## config.mk

```make
export PLATFORM = sky130hd
export DESIGN_NAME = link_boot_loader
export DESIGN_NICKNAME = d
export VERILOG_FILES = /design/src/rtl/lbl_pkg.sv /design/src/rtl/lbl_link_sel.sv /design/src/rtl/lbl_word_asm.sv /design/src/rtl/lbl_tx_ser.sv /design/src/rtl/link_boot_loader.sv
export SDC_FILE = /design/constraint.sdc
export NUM_CORES = 1
export LEC_CHECK = 0
export ABC_AREA = 1
export CAP_MARGIN = 20
export CORE_MARGIN = 2
export CORE_UTILIZATION = 52
export DETAILED_ROUTE_END_ITERATION = 16
export PLACE_DENSITY = 0.85
export SLEW_MARGIN = 10
export SYNTH_ARGS = -nofsm -noshare
export SYNTH_HDL_FRONTEND = slang
export SYNTH_HIERARCHICAL = 1
export SYNTH_SLANG_ARGS = --single-unit
```

## constraint.sdc

```tcl
create_clock -name clk -period 2.98 [get_ports clk]
set_clock_uncertainty 0.15 [all_clocks]
set_input_delay 0.596 -clock clk [delete_from_list [all_inputs] [get_ports clk]]
set_output_delay 0.596 -clock clk [all_outputs]
set_load 0.01 [all_outputs]
```

## src/rtl/lbl_pkg.sv

```systemverilog
package lbl_pkg;

  typedef enum logic [3:0] {
    ST_STRAP,
    ST_HUNT,
    ST_LOAD,
    ST_PK_ADDR,
    ST_PK_READ,
    ST_PK_CAP,
    ST_PK_SEND,
    ST_PO_ADDR,
    ST_PO_DATA,
    ST_PO_WRITE,
    ST_LAUNCH,
    ST_RUN
  } ldr_state_e;

  localparam logic [7:0] CMD_PEEK = 8'd0;
  localparam logic [7:0] CMD_POKE = 8'd1;

endpackage

```

## src/rtl/lbl_link_sel.sv

```systemverilog
module lbl_link_sel #(
  parameter int NUM_LINKS = 4,
  parameter int IDX_W     = 2
) (
  input  logic [NUM_LINKS-1:0]   rx_valid,
  input  logic [NUM_LINKS*8-1:0] rx_data,
  input  logic                   hunt,
  input  logic [IDX_W-1:0]       act_idx,
  input  logic                   act_take,
  input  logic                   drop_rest,
  output logic [NUM_LINKS-1:0]   rx_ready,
  output logic                   sel_valid,
  output logic [7:0]             sel_data,
  output logic [IDX_W-1:0]       win_idx
);

  logic             win_any;
  logic [IDX_W-1:0] mux_idx;
  logic [7:0]       lane_byte [NUM_LINKS];

  // lowest-numbered valid link wins the hunt
  always_comb begin
    win_idx = '0;
    win_any = 1'b0;
    for (int i = NUM_LINKS - 1; i >= 0; i--) begin
      if (rx_valid[i]) begin
        win_idx = IDX_W'(i);
        win_any = 1'b1;
      end
    end
  end

  for (genvar g = 0; g < NUM_LINKS; g++) begin : g_lane
    assign lane_byte[g] = rx_data[g*8 +: 8];
    assign rx_ready[g]  = hunt ? (win_any && (win_idx == IDX_W'(g)))
                               : ((act_idx == IDX_W'(g)) ? act_take : drop_rest);
  end

  assign mux_idx   = hunt ? win_idx : act_idx;
  assign sel_valid = hunt ? win_any : rx_valid[mux_idx];
  assign sel_data  = lane_byte[mux_idx];

endmodule

```

## src/rtl/lbl_word_asm.sv

```systemverilog
module lbl_word_asm #(
  parameter int WORD_W = 32
) (
  input  logic              clk,
  input  logic              rst_n,
  input  logic              shift_en,
  input  logic [7:0]        byte_in,
  output logic [WORD_W-1:0] word_out
);

  // low byte arrives first, so new bytes enter at the top and slide down
  always_ff @(posedge clk or negedge rst_n) begin
    if (!rst_n) begin
      word_out <= '0;
    end else if (shift_en) begin
      word_out <= {byte_in, word_out[WORD_W-1:8]};
    end
  end

endmodule

```

## src/rtl/lbl_tx_ser.sv

```systemverilog
module lbl_tx_ser #(
  parameter int WORD_W = 32
) (
  input  logic              clk,
  input  logic              rst_n,
  input  logic              load,
  input  logic [WORD_W-1:0] load_word,
  input  logic              tx_ready,
  output logic              tx_valid,
  output logic [7:0]        tx_data,
  output logic              done
);

  localparam int BYTES = WORD_W / 8;
  localparam int CNT_W = $clog2(BYTES);

  logic [WORD_W-1:0] shreg;
  logic [CNT_W-1:0]  sent;
  logic              busy;
  logic              last;

  assign last     = (sent == CNT_W'(BYTES - 1));
  assign tx_valid = busy;
  assign tx_data  = shreg[7:0];
  assign done     = busy && tx_ready && last;

  always_ff @(posedge clk or negedge rst_n) begin
    if (!rst_n) begin
      shreg <= '0;
      sent  <= '0;
      busy  <= 1'b0;
    end else if (!busy) begin
      if (load) begin
        shreg <= load_word;
        sent  <= '0;
        busy  <= 1'b1;
      end
    end else if (tx_ready) begin
      shreg <= {8'h00, shreg[WORD_W-1:8]};
      sent  <= sent + CNT_W'(1);
      if (last) busy <= 1'b0;
    end
  end

endmodule

```

## src/rtl/link_boot_loader.sv

```systemverilog
module link_boot_loader #(
  parameter int NUM_LINKS = 4,
  parameter int WORD_W    = 32,   // 16 or 32
  parameter int MEM_AW    = 10,   // word address bits, not above WORD_W
  localparam int BYTES    = WORD_W / 8,
  localparam int LANE_W   = $clog2(BYTES),
  localparam int IDX_W    = (NUM_LINKS > 1) ? $clog2(NUM_LINKS) : 1,
  localparam int BADDR_W  = MEM_AW + LANE_W
) (
  input  logic                   clk,
  input  logic                   rst_n,
  input  logic                   boot_rom_strap,
  input  logic [NUM_LINKS-1:0]   rx_valid,
  input  logic [NUM_LINKS*8-1:0] rx_data,
  output logic [NUM_LINKS-1:0]   rx_ready,
  output logic                   tx_valid,
  input  logic                   tx_ready,
  output logic [7:0]             tx_data,
  output logic [IDX_W-1:0]       tx_link,
  output logic                   mem_we,
  output logic [BYTES-1:0]       mem_be,
  output logic [MEM_AW-1:0]      mem_addr,
  output logic [WORD_W-1:0]      mem_wdata,
  output logic                   mem_re,
  input  logic [WORD_W-1:0]      mem_rdata,
  output logic                   start_pulse,
  output logic [BADDR_W-1:0]     start_addr
);

  import lbl_pkg::*;

  // two bytes below the top of the byte address space
  localparam logic [BADDR_W-1:0] ROM_START = ~BADDR_W'(1);

  ldr_state_e         state;
  logic [IDX_W-1:0]   act_idx;
  logic [7:0]         len_m1;
  logic [7:0]         cnt;
  logic [MEM_AW-1:0]  addr_q;
  logic [BADDR_W-1:0] start_q;

  logic              hunt, act_take, drop_rest, take;
  logic              sel_valid;
  logic [7:0]        sel_data;
  logic [IDX_W-1:0]  win_idx;
  logic              asm_shift;
  logic [WORD_W-1:0] asm_word;
  logic              word_last;
  logic              ser_done;

  assign hunt      = (state == ST_HUNT);
  assign act_take  = (state == ST_LOAD) || (state == ST_PK_ADDR) ||
                     (state == ST_PO_ADDR) || (state == ST_PO_DATA);
  assign drop_rest = act_take || (state == ST_PK_READ) || (state == ST_PK_CAP) ||
                     (state == ST_PK_SEND) || (state == ST_PO_WRITE);
  assign take      = sel_valid && (hunt || act_take);
  assign asm_shift = take && ((state == ST_PK_ADDR) || (state == ST_PO_ADDR) ||
                              (state == ST_PO_DATA));
  assign word_last = (cnt == 8'(BYTES - 1));

  lbl_link_sel #(
    .NUM_LINKS (NUM_LINKS),
    .IDX_W     (IDX_W)
  ) u_sel (
    .rx_valid  (rx_valid),
    .rx_data   (rx_data),
    .hunt      (hunt),
    .act_idx   (act_idx),
    .act_take  (act_take),
    .drop_rest (drop_rest),
    .rx_ready  (rx_ready),
    .sel_valid (sel_valid),
    .sel_data  (sel_data),
    .win_idx   (win_idx)
  );

  lbl_word_asm #(
    .WORD_W   (WORD_W)
  ) u_asm (
    .clk      (clk),
    .rst_n    (rst_n),
    .shift_en (asm_shift),
    .byte_in  (sel_data),
    .word_out (asm_word)
  );

  lbl_tx_ser #(
    .WORD_W    (WORD_W)
  ) u_ser (
    .clk       (clk),
    .rst_n     (rst_n),
    .load      (state == ST_PK_CAP),
    .load_word (mem_rdata),
    .tx_ready  (tx_ready),
    .tx_valid  (tx_valid),
    .tx_data   (tx_data),
    .done      (ser_done)
  );

  // memory port
  always_comb begin
    mem_we    = 1'b0;
    mem_re    = 1'b0;
    mem_be    = '0;
    mem_addr  = '0;
    mem_wdata = '0;
    unique case (state)
      ST_LOAD: begin
        mem_we    = take;
        mem_addr  = MEM_AW'(cnt >> LANE_W);
        mem_be    = BYTES'(1) << cnt[LANE_W-1:0];
        mem_wdata = {BYTES{sel_data}};
      end
      ST_PK_READ: begin
        mem_re   = 1'b1;
        mem_addr = asm_word[MEM_AW-1:0];
      end
      ST_PO_WRITE: begin
        mem_we    = 1'b1;
        mem_addr  = addr_q;
        mem_be    = '1;
        mem_wdata = asm_word;
      end
      default: ;
    endcase
  end

  assign tx_link     = act_idx;
  assign start_pulse = (state == ST_LAUNCH);
  assign start_addr  = start_q;

  // sequencing
  always_ff @(posedge clk or negedge rst_n) begin
    if (!rst_n) begin
      state   <= ST_STRAP;
      act_idx <= '0;
      len_m1  <= '0;
      cnt     <= '0;
      addr_q  <= '0;
      start_q <= '0;
    end else begin
      unique case (state)
        ST_STRAP: begin
          if (boot_rom_strap) begin
            start_q <= ROM_START;
            state   <= ST_LAUNCH;
          end else begin
            state <= ST_HUNT;
          end
        end
        ST_HUNT: begin
          if (take) begin
            act_idx <= win_idx;
            cnt     <= '0;
            if (sel_data == CMD_PEEK) begin
              state <= ST_PK_ADDR;
            end else if (sel_data == CMD_POKE) begin
              state <= ST_PO_ADDR;
            end else begin
              len_m1 <= sel_data - 8'd1;
              state  <= ST_LOAD;
            end
          end
        end
        ST_LOAD: begin
          if (take) begin
            if (cnt == len_m1) begin
              start_q <= '0;
              state   <= ST_LAUNCH;
            end else begin
              cnt <= cnt + 8'd1;
            end
          end
        end
        ST_PK_ADDR: begin
          if (take) begin
            if (word_last) state <= ST_PK_READ;
            else           cnt   <= cnt + 8'd1;
          end
        end
        ST_PK_READ: state <= ST_PK_CAP;
        ST_PK_CAP:  state <= ST_PK_SEND;
        ST_PK_SEND: begin
          if (ser_done) state <= ST_HUNT;
        end
        ST_PO_ADDR: begin
          if (take) begin
            if (word_last) begin
              cnt   <= '0;
              state <= ST_PO_DATA;
            end else begin
              cnt <= cnt + 8'd1;
            end
          end
        end
        ST_PO_DATA: begin
          if (take) begin
            // the assembler still holds the full address before its first data shift
            if (cnt == 8'd0) addr_q <= asm_word[MEM_AW-1:0];
            if (word_last) state <= ST_PO_WRITE;
            else           cnt   <= cnt + 8'd1;
          end
        end
        ST_PO_WRITE: state <= ST_HUNT;
        ST_LAUNCH:   state <= ST_RUN;
        ST_RUN:      state <= ST_RUN;
        default:     state <= ST_RUN;
      endcase
    end
  end

endmodule

```

# After elaboration in Yosys (flattened, before gate mapping)
# Index checks and enable logic that the tools add are counted.
# op_classes
n_eq_ne	35
addsub	3
shifts	1
order_cmp	2
n_mux	64
bitwise	3
n_reduce_logical	34
# op_table
cell	count
$mux 32	3
$mux 8	9
$pmux 32 s2	1
$mux 4	11
$pmux 4 s10	1
$mux 12	3
$pmux 8 s4	1
$pmux 10 s3	1
$ne 2x2->1 const B	12
$pmux 12 s2	1
$mux 1	19
$bmux 8 s2	1
$eq 4x3->1 const B	4
$logic_not 8->1	2
$mux 2	8
$eq 4x4->1 const B	3
$eq 2x2->1 const B	5
$logic_or 1x1->1	10
$reduce_and 10->1	1
$add 8x1->8 const B	1
$eq 4x2->1 const B	2
$eq 8x1->1 const B	1
$eq 8x2->1 const B	1
$eq 8x8->1	1
other kinds (24)	40
# totals
word_cells	152
register_bits	111
out_inout_bits	76
inputBits	72

# Longest topological paths before layout
# Gate-level depths: netlist of run 1.
# depth
word_depth	14
depth_mapped	19
ltp_nobuf	18

# Hierarchy
# The synthesis of run 1 kept the hierarchy.
# modules_own_cells
mod	area_each_um2	seq_area_each_um2	n_inst	cells_each
link_boot_loader	2841.5	825.8	1	459
lbl_tx_ser	1806.7	875.8	1	240
lbl_word_asm	1297.5	800.8	1	136
lbl_link_sel	749.5	0.0	1	140

# Worst setup path after synthesis of run 1
# OpenSTA, ideal clock, no wires.
# synth_timing
kind	flip-flop to output port
startpoint	register state[3]
endpoint	output port mem_we
path_stages_with_launch	12
required_ps	2234
setup_slack_ps	289
arrival_ps	1945
path_buffers	2
cell_sequence	dfrtp_1 nor2_2 nand2_2 clkinv_2 buf_6 nand3_4 buf_12 nand3_2 nand3_1 nand2_1 inv_1 o21ai_0
# synth_via
elab_chain_cells	7
word_cells_on_any_way	16
classes_between	eq/ne (6); mux (5); reduce/logical (5)
# synth_rtl
element	line_no	rtl
start: declaration	link_boot_loader.sv:35	ldr_state_e state;
start signal: assignment	link_boot_loader.sv:135	state <= ST_STRAP;
start signal: assignment	link_boot_loader.sv:146	state <= ST_LAUNCH;
start signal: assignment	link_boot_loader.sv:148	state <= ST_HUNT;
$eq 4x1->1 *	link_boot_loader.sv:51	assign hunt = (state == ST_HUNT);
via hunt	link_boot_loader.sv:42	logic hunt, act_take, drop_rest, take;
$mux 2	lbl_link_sel.sv:39	assign mux_idx = hunt ? win_idx : act_idx;
$bmux 1 s2	lbl_link_sel.sv:40	assign sel_valid = hunt ? win_any : rx_valid[mux_idx];
$mux 1 (implied by the code)	lbl_link_sel.sv:40	
$mux 1 *	lbl_link_sel.sv:40	
via sel_valid	link_boot_loader.sv:43	logic sel_valid;
$logic_and 1x1->1 *	link_boot_loader.sv:56	assign take = sel_valid && (hunt || act_take);
$pmux 1 s2 *	link_boot_loader.sv:107	unique case (state)
end: declaration	link_boot_loader.sv:20	output logic mem_we,
# The timed path passes the listed nets; every way through them passes the cells marked *. The select of a mux whose other input is x is not followed.

# Worst setup path after layout of run 1
# layout_timing
startpoint	register state[3]
endpoint	output port mem_wdata[31]
# layout_via
elab_chain_cells	7
word_cells_on_any_way	9
classes_between	eq/ne (3); mux (5); bitwise (1)
# layout_rtl
element	line_no	rtl
$eq 4x1->1	link_boot_loader.sv:51	
via hunt	link_boot_loader.sv:42	
$mux 2	lbl_link_sel.sv:39	
$not 2->3 (implied by the code)	lbl_link_sel.sv:41	assign sel_data = lane_byte[mux_idx];
$bmux 8 s2	lbl_link_sel.sv:41	
$mux 8 (implied by the code) (2 in series)	lbl_link_sel.sv:41	
via sel_data[7]	link_boot_loader.sv:44	logic [7:0] sel_data;
$pmux 32 s2	link_boot_loader.sv:107	
end: declaration	link_boot_loader.sv:23	output logic [WORD_W-1:0] mem_wdata,
# The timed path passes the listed nets, and every way through them passes these cells. The select of a mux whose other input is x is not followed.

==> results of run 1 <==
worst max-delay path: cells and delay by family, from the launching register on:
family,cells,cell delay (ps)
and+or+nand+nor,8,780
buffers and inverters,4,630
DFF,1,390
what timing repair did:
item | CTS | global route
pin swaps | 8 | 16
setup buffers | 11 | 2
resized for setup | 113 | 72
setup endpoints to repair | 49 | 51
cloned | 2 | 1
worst paths after layout:
| check | end | from | slack (ps) | depth (start not counted) |
|---|---|---|---|---|
| min in group clk | addr_q[1]$_DFFE_PN0P_ | addr_q[1]$_DFFE_PN0P_ | 320 | 2 |
| hold reg to reg | addr_q[1]$_DFFE_PN0P_ | addr_q[1]$_DFFE_PN0P_ | 320 | 2 |
| setup / recovery | mem_wdata[31] | state[3]$_DFFE_PN0P_ | 60 | 12 |
| max in group asynchronous | u_asm/word_out[4]$_DFFE_PN0P_ | rst_n | 1830 | 2 |
| setup reg to reg | len_m1[1]$_DFFE_PN0P_ | state[3]$_DFFE_PN0P_ | 180 | 18 |
| hold / removal | u_ser/sent[1]$_DFFE_PN0P_ | rst_n | 100 | 1 |
cell families (layout without fill, tap and decap cells):
group	Yosys count	in the layout	synth area share, %
other cells	1	1	0.0560
compound gates	53	55	4.86
fa+ha+maj	8	8	1.50
simple gates	655	655	43.0
flops	100	100	37.4
xor+xnor	8	8	1.05
buf+inv	150	328	12.2
layer usage:
| metal | global-route usage [%] | vias to the layer above | part of all wire, % |
|---|---|---|---|
| met4 | 7.68 | 0 | 2.2 |
| met3 | 5.43 | 31 | 6.6 |
| met1 | 35.5 | 3131 | 43 |
| met5 | 0 | - | 0 |
| met2 | 45.0 | 283 | 49 |
| li1 | - | 3399 | - |
registers in the layout (all words and copies together), names as in the netlist:
register / cells
u_asm/word_out: 32
u_ser/shreg: 32
addr_q: 10
cnt: 8
len_m1: 8
state: 4
tx_link: 2
u_ser/sent: 2
start_addr: 1
u_ser/tx_valid: 1
synth_stat cells, drive strengths merged (4+ instances only):
cell and count:
nand2 478, nand3 115, dfrtp 100, inv 94, buf 52, nor2 42
o21ai 34, nand4 14, ha 8, a21oi 6, xnor2 6, o221ai 4
per-stage QoR:
| stage | util [%] | setup TNS (ps) |
|---|---|---|
| 6_report | 70.4 | 0 |
| 5_1_grt | 70.4 | -38.6 |
| 4_1_cts | 70.3 | 0 |
| 3_5_place_dp | 66.4 | -16060 |
| 3_3_place_gp | 66.4 | -14120 |
| 2_1_floorplan | - | 0 |
power by group through the flow:
stage	Clock, mW	Combinational [mW]	Sequential (mW)
detailed placement	0	4.75	2.12
floorplan	0	3.04	2.05
CTS	1.20	4.85	2.10
global route	1.26	5.44	2.16
global placement	0	4.65	2.10
finish	1.19	4.97	2.11
area by class of cell:
class / instances / area (sq um) / share of cell area (%)
inverter: 95 / 388 / 4.36
clock buffer: 10 / 239 / 2.69
tap: 172 / 215 / 2.42
clock inverter: 6 / 63.8 / 0.718
multi-input combinational: 727 / 3550 / 40.0
timing repair buffer: 217 / 1920 / 21.7
sequential: 100 / 2500 / 28.2
placed cells by master (no fill, tap or decap), drive strengths merged, types with 8 or more instances in the layout:
cell / instances
nand2: 478
nand3: 115
dfrtp: 100
inv: 95
clkdlybuf4s50: 91
buf: 82
nor2: 42
o21ai: 36
clkbuf: 29
nand4: 14
dlymetal6s2s: 12
ha: 8
dlygate4sd2: 8
==> run summary, run 1 <==
At the later pin of the worst-skew pair, clock insertion delay measures 360 ps. Once detail routing completed, the nets flagged for antenna violations numbered 0. The critical path is of the flip-flop to output pin type.

The areal power density over the cells is 930 nW/um^2. For this block, the via count after detailed routing is 6,844. The TritonCTS buffer count was 9; the core area was 12,600 sq um. In this run, synthesis inferred 0 flip-flops with an integrated enable.

Before antenna repair, the detailed router went through 5 iterations. After routing the design area is 8890 sq um. The logs give 37.4% for the sequential fraction of the synthesis area and 99.6 ps for the final-layout worst hold slack.

In this run the mean area of a mapped cell was 6.87 sq um. In this run the vertical extent of the chip is 117 microns. Unique cell type count in the Yosys netlist: 44.

Counting the fill cells in the layout gives 1,048. The yosys synthesis warning count is 6, and the final period utilization is 98.1%. The first global-routing pass estimated 30,600 microns of wire.

Static timing analysis puts the maximum clock frequency at 0.342 GHz. In the final layout, the share of cells above drive strength 1 is 18.7%. Of the total power, the share spent switching nets is 46.5%. Clock-pin slew was measured on the worst setup and hold paths at 70 ps.

In the post-synthesis netlist, the biggest area contributors are sky130_fd_sc_hd__dfrtp_1 (37%), sky130_fd_sc_hd__nand2_1 (25%), sky130_fd_sc_hd__nand3_1 (7.9%). TritonCTS built the clock tree. The top-level I/O count came out at 148. The initial detailed-routing violation count was 651; the number of standard cells in the final layout excluding fillers was 1,327.

The run gives 1,055 as the synthesized net count. Initial cell density of the core: 53.1%. In the global route stage, overall resource usage came out at 26.9%. The total overflow reported by the global router came out at 0. For the headroom to the max-slew limit, the log shows 59.0%.

The most area-hungry cell type in the Yosys netlist is sky130_fd_sc_hd__dfrtp_1. The run gives 41 as the floorplan row count. From synthesis to final layout, the design area changed by 32.7%. Slowest stage cell on the critical path: sky130_fd_sc_hd__dfrtp_1.

The final count of pins violating max slew was 0; the portion of total power attributed to combinational logic was 60.2%. Counting flops with an async set or reset pin after synthesis yields a share of 100%. The logs give 6,424 for the via count of the first global-routing pass and 8380 sq um for the placed standard-cell area.

The run gives 0 as the count of final hold-check violations. In this run the worst hold path is classified as primary input to async pin. The number of failing setup endpoints in the final timing report is 0, and the antenna diode count is 0.

The run gives 0.957 as the routability congestion estimate from global placement. In the routed layout, each cell is associated on average with a via count of 5.16. The cell count after synthesis came out at 975. At the worst endpoint, the arrival time is 2180 ps. The run gives 2 as the number of buffers on the longest clock path. STA classifies the critical path startpoint as a flip-flop. The worst voltage drop across the vdd grid was 434 uV. Summed over all cells, the static leakage comes to 5.04 nW. The cell area that synthesis handed to floorplanning was 6700 sq um. The delay of the slowest cell on the worst path is 390 ps. Summed over all nets, the half-perimeter wirelength after detailed placement is 13,400 microns. The number of remaining DRC errors was 0. Registers are responsible for 25.5% of the overall power. In this run, placement finished with an instance count of 1,295.

Data on the critical path is required at its endpoint by 2230 ps. In this run the tool buffered the top-level ports with 146 buffer cells. Dividing the detail-routed wire length by the instance count gives 14.2 microns. Setup repair after global routing could not meet its margin everywhere.

The internal power of the cells totals 4.42 mW. The clock period minus final worst setup slack works out to 2920 ps. The horizontal die dimension came out at 117 microns. Walking the worst path, the cells encountered are nor2_2 > nand2_2 > clkinv_4 > nand3_4 > buf_6 > buf_4 > nand3_2 > nand3_2 > nand2_2 > nand2_4 > nand2_1 > dlygate4sd2_1. The synthesized design contains 100 register bits. For this design, the sink count on the clock tree is 100. The flow ran to the end, and the final reports show no timing, DRC or antenna violations. The worst setup slack after layout was 57.8 ps; the net switching power was 3.84 mW. Entering global routing, the biggest net connects 49 pins.

For the total number of nets in the final design, the log shows 1,230. Of all nets on the critical path, the largest fanout is 6. In this run the clock root is driven by a sky130_fd_sc_hd__clkbuf_16. The most common flop cell mapped by yosys is sky130_fd_sc_hd__dfrtp_1. The total power came out at 8.26 mW.

Detailed-route wire length: 18,800 microns. The clock power share is 14.3%, and the worst-margin pin slew is 615 ps. The number of antenna violations at the first check in global routing is 0, and the number of max-capacitance violations reported is 0.

The capturing element type of the critical path is an output pin. Die area: 13,800 sq um. In this run the biggest area consumer among cell types represents 37.4% of the synthesized area. The logs give 3 for the maximum level of the CTS H-tree and -509 ps for the worst setup timing slack at the placement stage. For the hold-fix buffer count after cts, the log shows 0.
Power figures use the tool's default switching activity.
==> run 2, diff against run 1 <==
SKIP_CTS_REPAIR_TIMING = 1   (was default)
==> run 2 against run 1 <==
Compared with the run above:
- the flow now finishes with violations (negative setup slack)
- sequential share of layout area fell by 0.26 points
- core utilization grew 0.66 points
- sequential cell count is the same
- power rose by 1.0%
- setup slack got worse by 99 ps
- cell count fell by 0.15%
- combinational power grew 2%
- register-to-register slack worse by 20 ps
- clock power is essentially flat
- design area is 0.94% higher
- critical path depth rose by 2
- largest power group unchanged
==> run summary, run 2 (synthesis results as in run 1) <==
The clock slew seen by the registers of the worst setup and hold paths is 70 ps (about the same). The tools report the number of remaining DRC errors as 0 (unchanged). The data arrival at the endpoint of the critical path was 2280 ps (+100 ps). In the layout the commonest cells are sky130_fd_sc_hd__nand2_1 (429), sky130_fd_sc_hd__nand3_1 (101), sky130_fd_sc_hd__dfrtp_1 (100). The global-route usage over all layers was 26.2% (-0.70 points); the height of the chip was 117 microns (unchanged). End point of the critical path: mem_wdata[7]. The number of buffers on the longest clock path was 2 (unchanged); the number of failing setup endpoints in the final timing report was 4 (+4). The run finished, with violations left.

The final period utilization was 101% (+3.3 points); the detailed-route wire length was 19,200 microns (+2.0%). Share of cells above drive strength 1: 18.5% (-0.23 points). Per-cell routed wire length: 14.5 microns (+2.2%).

The leading cell type in the layout, fill and taps excluded was sky130_fd_sc_hd__nand2_1. Count of port buffers added during placement: 146 (unchanged). The worst-margin pin slew came out at 617 ps (+1.32 ps). The largest registers in the layout are u_asm/word_out x32, u_ser/shreg x32, addr_q x10.

Largest net degree at the start of global routing: 49 (unchanged). TritonCTS built the clock tree. The layout overhead on the synthesized area is 34.0%, and the top-level I/O count is 148 (unchanged).

The floorplan row count was 41 (unchanged); the core area was 12,600 sq um (unchanged). The path class of the tightest hold or removal check is primary input to async pin. Final-layout worst hold slack: 99.0 ps (-0.581 ps). The worst register-to-register path begins at state[1]$_DFFE_PN0P_. The tools report the worst-skew pair later-pin latency as 360 ps (about the same). The data required time of the worst path is 2230 ps (about the same), and the areal power density over the cells is 931 nW/um^2 (about the same). The endpoint identified for the worst register-to-register timing path is len_m1[1]$_DFFE_PN0P_.

The fill cell instance count of the final layout is 1,027 (-2.0%), and the total number of nets in the final design is 1,228 (-0.16%). The number of standard cells in the final layout excluding fillers was 1,325 (-0.15%); the final count of pins violating max slew was 0 (unchanged). The worst setup slack after layout was -41.4 ps (-99.2 ps). The run gives -509 ps (unchanged) as the worst setup timing slack at the placement stage.

The tools report the die area as 13,800 sq um (unchanged). The logs give 13,400 microns (unchanged) for the detailed placer's ending HPWL and 5.19 nW (+2.9%) for the leakage dissipation. For the utilization after layout, the log shows 71.1% (+0.66 points). The via count of the first global-routing pass is 6,243 (-2.8%). The tools report the initial cell density of the core as 53.1% (unchanged). Setup repair after global routing could not meet its margin everywhere.

The run gives 29,900 microns (-2.5%) as the global-route wire length before repair. The run gives 0.331 GHz (-3.3%) as the highest clock rate. The TritonCTS buffer count was 9 (unchanged); the total overflow reported by the global router was 0 (unchanged).

For the overall via count from detail_route, the log shows 6,907 (+0.92%). For the headroom to the max-slew limit, the log shows 58.9% (-0.088 points). The root buffer cell chosen for the clock tree is sky130_fd_sc_hd__clkbuf_16. STA classifies the critical path startpoint as a flip-flop.

For the post-detailed-route count of antenna-violating nets, the log shows 0 (unchanged). STA classifies the critical path endpoint as an output pin. The run gives 0 (unchanged) as the number of max-capacitance violations reported. The count of final hold-check violations was 0 (unchanged); the placed instance count was 1,295 (unchanged). The clock period minus final worst setup slack works out to 3020 ps (+99.2 ps). The worst setup path is of the flip-flop to output pin kind. The flop-to-flop setup slack is 160 ps (-20 ps), and the number of cells on the worst reg-to-reg path is 20 (+2).

The horizontal die dimension is 117 microns (unchanged), and the maximum level of the CTS H-tree is 3 (unchanged). The run gives 8.35 mW (+1.0%) as the total power. The checks that failed: negative setup slack. For the routability congestion estimate from global placement, the log shows 0.957 (unchanged). The maximum fanout along the worst path is 7 (+1).

The tools report the launch point of the worst path as state[1]$_DFFE_PN0P_. The detailed-router iteration count before antenna repair was 5 (unchanged). The run gives 603 (-7.4%) as the initial detailed-routing violation count. The worst voltage drop across the vdd grid was 494 uV (+14%); the post-detailed-route via-to-cell ratio was 5.21 (+1.1%). The tools report the total number of clock tree sinks as 100 (unchanged). The run gives 0 (unchanged) as the antenna diode count. The run gives 0 (unchanged) as the number of antenna violations at the first check in global routing.
## run 2: layout make-up
cell class | count | area, sq um | area share (%)
clock buffers | 10 | 239 | 2.66
clock inverters | 6 | 63.8 | 0.711
inverters | 95 | 385 | 4.30
multi-input cells | 728 | 3580 | 39.9
flip-flops and latches | 100 | 2500 | 27.9
well taps | 172 | 215 | 2.40
repair buffers | 214 | 1980 | 22.1
## run 2: power by group
group	leakage (nW)	switching, mW	total [mW]	internal, mW
clock	0.146	0.571	1.18	0.613
combinational	3.72	2.96	5.06	2.10
sequential	1.32	0.336	2.11	1.77
## run 2: worst min-delay path by stage
stage                                 to  slack [ps]  cells after the start
5_1_grt        u_ser/sent[0]$_DFFE_PN0P_         150                      1
3_5_place_dp       addr_q[2]$_DFFE_PN0P_         310                      2
3_3_place_gp       addr_q[0]$_DFFE_PN0P_         300                      2
2_1_floorplan      addr_q[0]$_DFFE_PN0P_         150                      0
6_report       u_ser/sent[1]$_DFFE_PN0P_         100                      1
4_1_cts        u_ser/sent[0]$_DFFE_PN0P_         130                      1
## run 2: critical path, cell delays in order, from the launching register on
cell,delay [ps]
sky130_fd_sc_hd__dfrtp_1,390
sky130_fd_sc_hd__nor2_2,140
sky130_fd_sc_hd__buf_4,140
sky130_fd_sc_hd__nand2_4,70
sky130_fd_sc_hd__inv_8,100
sky130_fd_sc_hd__buf_12,110
sky130_fd_sc_hd__nand3_4,120
sky130_fd_sc_hd__buf_4,170
sky130_fd_sc_hd__nand3_2,50
sky130_fd_sc_hd__nand3_1,110
sky130_fd_sc_hd__nand2_2,120
sky130_fd_sc_hd__nand2_4,80
sky130_fd_sc_hd__buf_6,130
sky130_fd_sc_hd__o21ai_1,60
sky130_fd_sc_hd__buf_2,140
## run 2: per-stage QoR
stage,instance area (sq um),TNS [ps]
after floorplan,6700,0
after global placement,8380,-14120
after detailed placement,8380,-16060
after CTS,8690,-15630
after global routing,8970,-1280
final,8970,-112
## run 2: layer usage
layer	share of wire (%)	vias to the layer above	wire, microns	GRT usage, %
li1	-	3385	-	-
met1	41	3173	7950	34.9
met2	49	303	9420	44.2
met3	7.1	46	1360	5.28
met4	2.5	0	471	5.95
met5	0	-	0	0
==> run 3, diff against run 2 <==
--- a/config.mk
+++ b/config.mk
@@ -8,5 +8,5 @@
 export ABC_AREA = 1
 export CAP_MARGIN = 20
-export CORE_MARGIN = 2
+export CORE_MARGIN = 5
 export CORE_UTILIZATION = 52
 export DETAILED_ROUTE_END_ITERATION = 16
==> constraint.sdc (replaced) <==
create_clock -name clk -period 2.98 [get_ports clk]
set_clock_uncertainty 0.15 [all_clocks]
set_input_delay 0.745 -clock clk [delete_from_list [all_inputs] [get_ports clk]]
set_output_delay 0.745 -clock clk [all_outputs]
set_load 0.01 [all_outputs]
==> run 3 against run 2 <==
Compared with the run above:
- the run still ends with negative setup slack left
- critical path type is now primary input to output pin
- critical path depth shrank 2
- non-clock buffer count rose by 20
- global-route usage shrank 1.6 points
- via count up 4.7%
- first-iteration DRC count up 27%
- combinational power up 6.9%
- setup slack got worse by 19 ps
==> run summary, run 3 (synthesis results as in run 1) <==
The run gives 2500 sq um (unchanged) as the sequential standard cell area. The core area came out at 12,600 sq um (unchanged). The number of remaining DRC errors came out at 0 (unchanged). The share of total power consumed by net switching was 46.5% (+0.21 points). The worst-skew pair later-pin latency is 350 ps (about the same).

The run finished, with violations left. Final count of pins violating max slew: 0 (unchanged). Leading cell type in the layout, fill and taps excluded: sky130_fd_sc_hd__nand2_1. The launch point of the worst reg-to-reg path is state[0]$_DFFE_PN0P_.

The logs give 9170 sq um (+2.2%) for the final standard cell area without fillers and 72.7% (+1.6 points) for the utilization after layout. The run gives 5.95% (+0.67 points) as the met3 usage. The detailed-router iteration count before antenna repair was 5 (unchanged); the portion of total power attributed to sequential cells was 24.4% (-0.8 points).

The total power is 8.59 mW (+2.9%). The flop-to-flop setup slack is 190 ps (+30 ps), and the top-level I/O count is 148 (unchanged). STA classifies the critical path endpoint as an output pin. For the via count of the first global-routing pass, the log shows 6,550 (+4.9%).

The horizontal die dimension was 123 microns (+5.1%); the global-route usage over all layers was 24.6% (-1.6 points). The clock slew seen by the registers of the worst setup and hold paths was 70 ps (about the same); the data required time of the worst path was 2090 ps (-140 ps). The clock power share was 12.7% (-1.5 points); the count of final hold-check violations was 0 (unchanged). The number of buffers on the longest clock path is 2 (unchanged), and the total number of nets in the final design is 1,249 (+1.7%). The fill cell instance count of the final layout came out at 974 (-5.2%). The worst-margin pin slew was 525 ps (-92.2 ps). The post-detailed-route via-to-cell ratio came out at 5.37 (+3.1%). The placed standard-cell area was 8530 sq um (+1.7%); the number of antenna violations at the first check in global routing was 0 (unchanged). The tools report the total overflow reported by the global router as 0 (unchanged). Worst hold path class: primary input to async pin.

The logs give 3 (unchanged) for the maximum level of the CTS H-tree and 30.4% (-4.5 points) for the met1 usage. For the die area, the log shows 15,200 sq um (+10%). The overall via count from detail_route is 7,232 (+4.7%), and the maximum fanout along the worst path is 8 (+1). Setup repair after global routing could not meet its margin everywhere.

Worst voltage drop across the vdd grid: 654 uV (+32%). The data arrival at the endpoint of the critical path was 2150 ps (-130 ps). The largest net degree at the start of global routing was 45 (-8.2%).

Per-cell routed wire length: 15.1 microns (+4.2%). The share of cells above drive strength 1 works out to 22.1% (+3.6 points). Headroom to the max-slew limit: 64.7% (+5.8 points).

The clock period minus final worst setup slack was 3040 ps (+19.1 ps); the met2 layer usage reported by global route was 40.4% (-3.7 points). The worst setup path is of the primary input to output pin kind. Highest clock rate: 0.329 GHz (-0.63%). The worst setup slack after layout was -60.5 ps (-19.1 ps); the height of the chip was 123 microns (+5.1%). The number of failing setup endpoints in the final timing report is 21 (+17). The tools report the portion of total power attributed to combinational logic as 63.0% (+2.4 points).

The logs give 0 (unchanged) for the post-detailed-route count of antenna-violating nets and 100 (unchanged) for the total number of clock tree sinks. The areal power density over the cells is 937 nW/um^2 (+0.66%). The cell at the root of the clock tree is sky130_fd_sc_hd__clkbuf_16. The logs give 9 (unchanged) for the TritonCTS buffer count and 5.27 nW (+1.6%) for the leakage dissipation. Relative to the synthesized area, the layout overhead comes to 37.0%. The launch point of the worst path is rx_valid[0]. The number of max-capacitance violations reported is 0 (unchanged), and the number of cells on the worst reg-to-reg path is 19 (-5.0%). The endpoint identified for the worst register-to-register timing path is len_m1[5]$_DFFE_PN0P_.

The logs give 13,800 microns (+3.1%) for the detailed placer's ending HPWL and 53.1% (unchanged) for the initial cell density of the core. The checks that failed: negative setup slack. STA classifies the critical path startpoint as a primary input. In the final layout, the registers with the most flip-flops are u_asm/word_out x32, u_ser/shreg x32, addr_q x10. The detailed-route wire length was 20,300 microns (+5.9%); the routability congestion estimate from global placement was 0.948 (-0.92%). The count of port buffers added during placement is 146 (unchanged), and the initial detailed-routing violation count is 767 (+27%). The library cells used most frequently in the layout, excluding fill and tap cells, are sky130_fd_sc_hd__nand2_1 (422), sky130_fd_sc_hd__dfrtp_1 (100), sky130_fd_sc_hd__nand3_1 (95). The busiest layer in global routing was met2. For the internal power, the log shows 4.60 mW (+2.5%). The run gives 3680 sq um (+2.7%) as the combined area of the multi-input logic cells.

TritonCTS built the clock tree. The floorplan row count was 41 (unchanged); the global-route wire length before repair was 30,100 microns (+0.74%). The final period utilization works out to 102% (+0.64 points). The run gives 3.99 mW (+3.4%) as the net switching power. The run gives 0 (unchanged) as the antenna diode count.
[run 3: worst max-delay path by stage]
| stage | endpoint | slack (ps) | cells past startpoint |
|---|---|---|---|
| after floorplan | mem_we | 140 | 11 |
| after global placement | mem_wdata[0] | -730 | 10 |
| after detailed placement | mem_wdata[2] | -780 | 10 |
| after CTS | mem_wdata[2] | -780 | 10 |
| after global routing | mem_wdata[2] | -150 | 13 |
| final | mem_wdata[3] | -60 | 12 |
[run 3: stage by stage]
stage,hold WS (ps),worst slack (ps),TNS (ps),cells
floorplan,292,140,0,975
global placement,304,-734,-26540,1311
detailed placement,309,-782,-31270,1311
CTS,193,-782,-27960,1327
global route,212,-150,-3420,1346
finish,192,-60.5,-574,1346
[run 3: final cells by class]
cell class / instances / area share (%)
Inverter: 95 / 4.20
Multi-Input combinational cell: 729 / 40.1
Tap cell: 172 / 2.35
Clock inverter: 5 / 0.409
Sequential cell: 100 / 27.3
Clock buffer: 11 / 2.54
Timing Repair Buffer: 234 / 23.1
[run 3: per-layer routing]
layer / vias up / routed length [microns]
li1: 3423 / -
met1: 3353 / 7950
met2: 376 / 9850
met3: 80 / 1680
met4: 0 / 857
met5: - / 0
[run 3: critical path, cell delays in order]
cell	delay, ps
sky130_fd_sc_hd__dlymetal6s2s_1	140
sky130_fd_sc_hd__inv_4	110
sky130_fd_sc_hd__nand2_4	60
sky130_fd_sc_hd__nor2_4	200
sky130_fd_sc_hd__nand2_4	80
sky130_fd_sc_hd__o21ai_4	140
sky130_fd_sc_hd__buf_6	150
sky130_fd_sc_hd__nand3_1	90
sky130_fd_sc_hd__nand2_2	110
sky130_fd_sc_hd__nand2_4	80
sky130_fd_sc_hd__o21ai_2	80
sky130_fd_sc_hd__buf_2	150
[run 3: power groups by stage]
stage / clock network [mW] / logic [mW] / registers, mW
floorplan: 0 / 3.04 / 2.05
finish: 1.09 / 5.41 / 2.09
detailed placement: 0 / 4.90 / 2.10
CTS: 1.10 / 4.94 / 2.08
global placement: 0 / 4.82 / 2.08
global route: 1.17 / 5.88 / 2.15
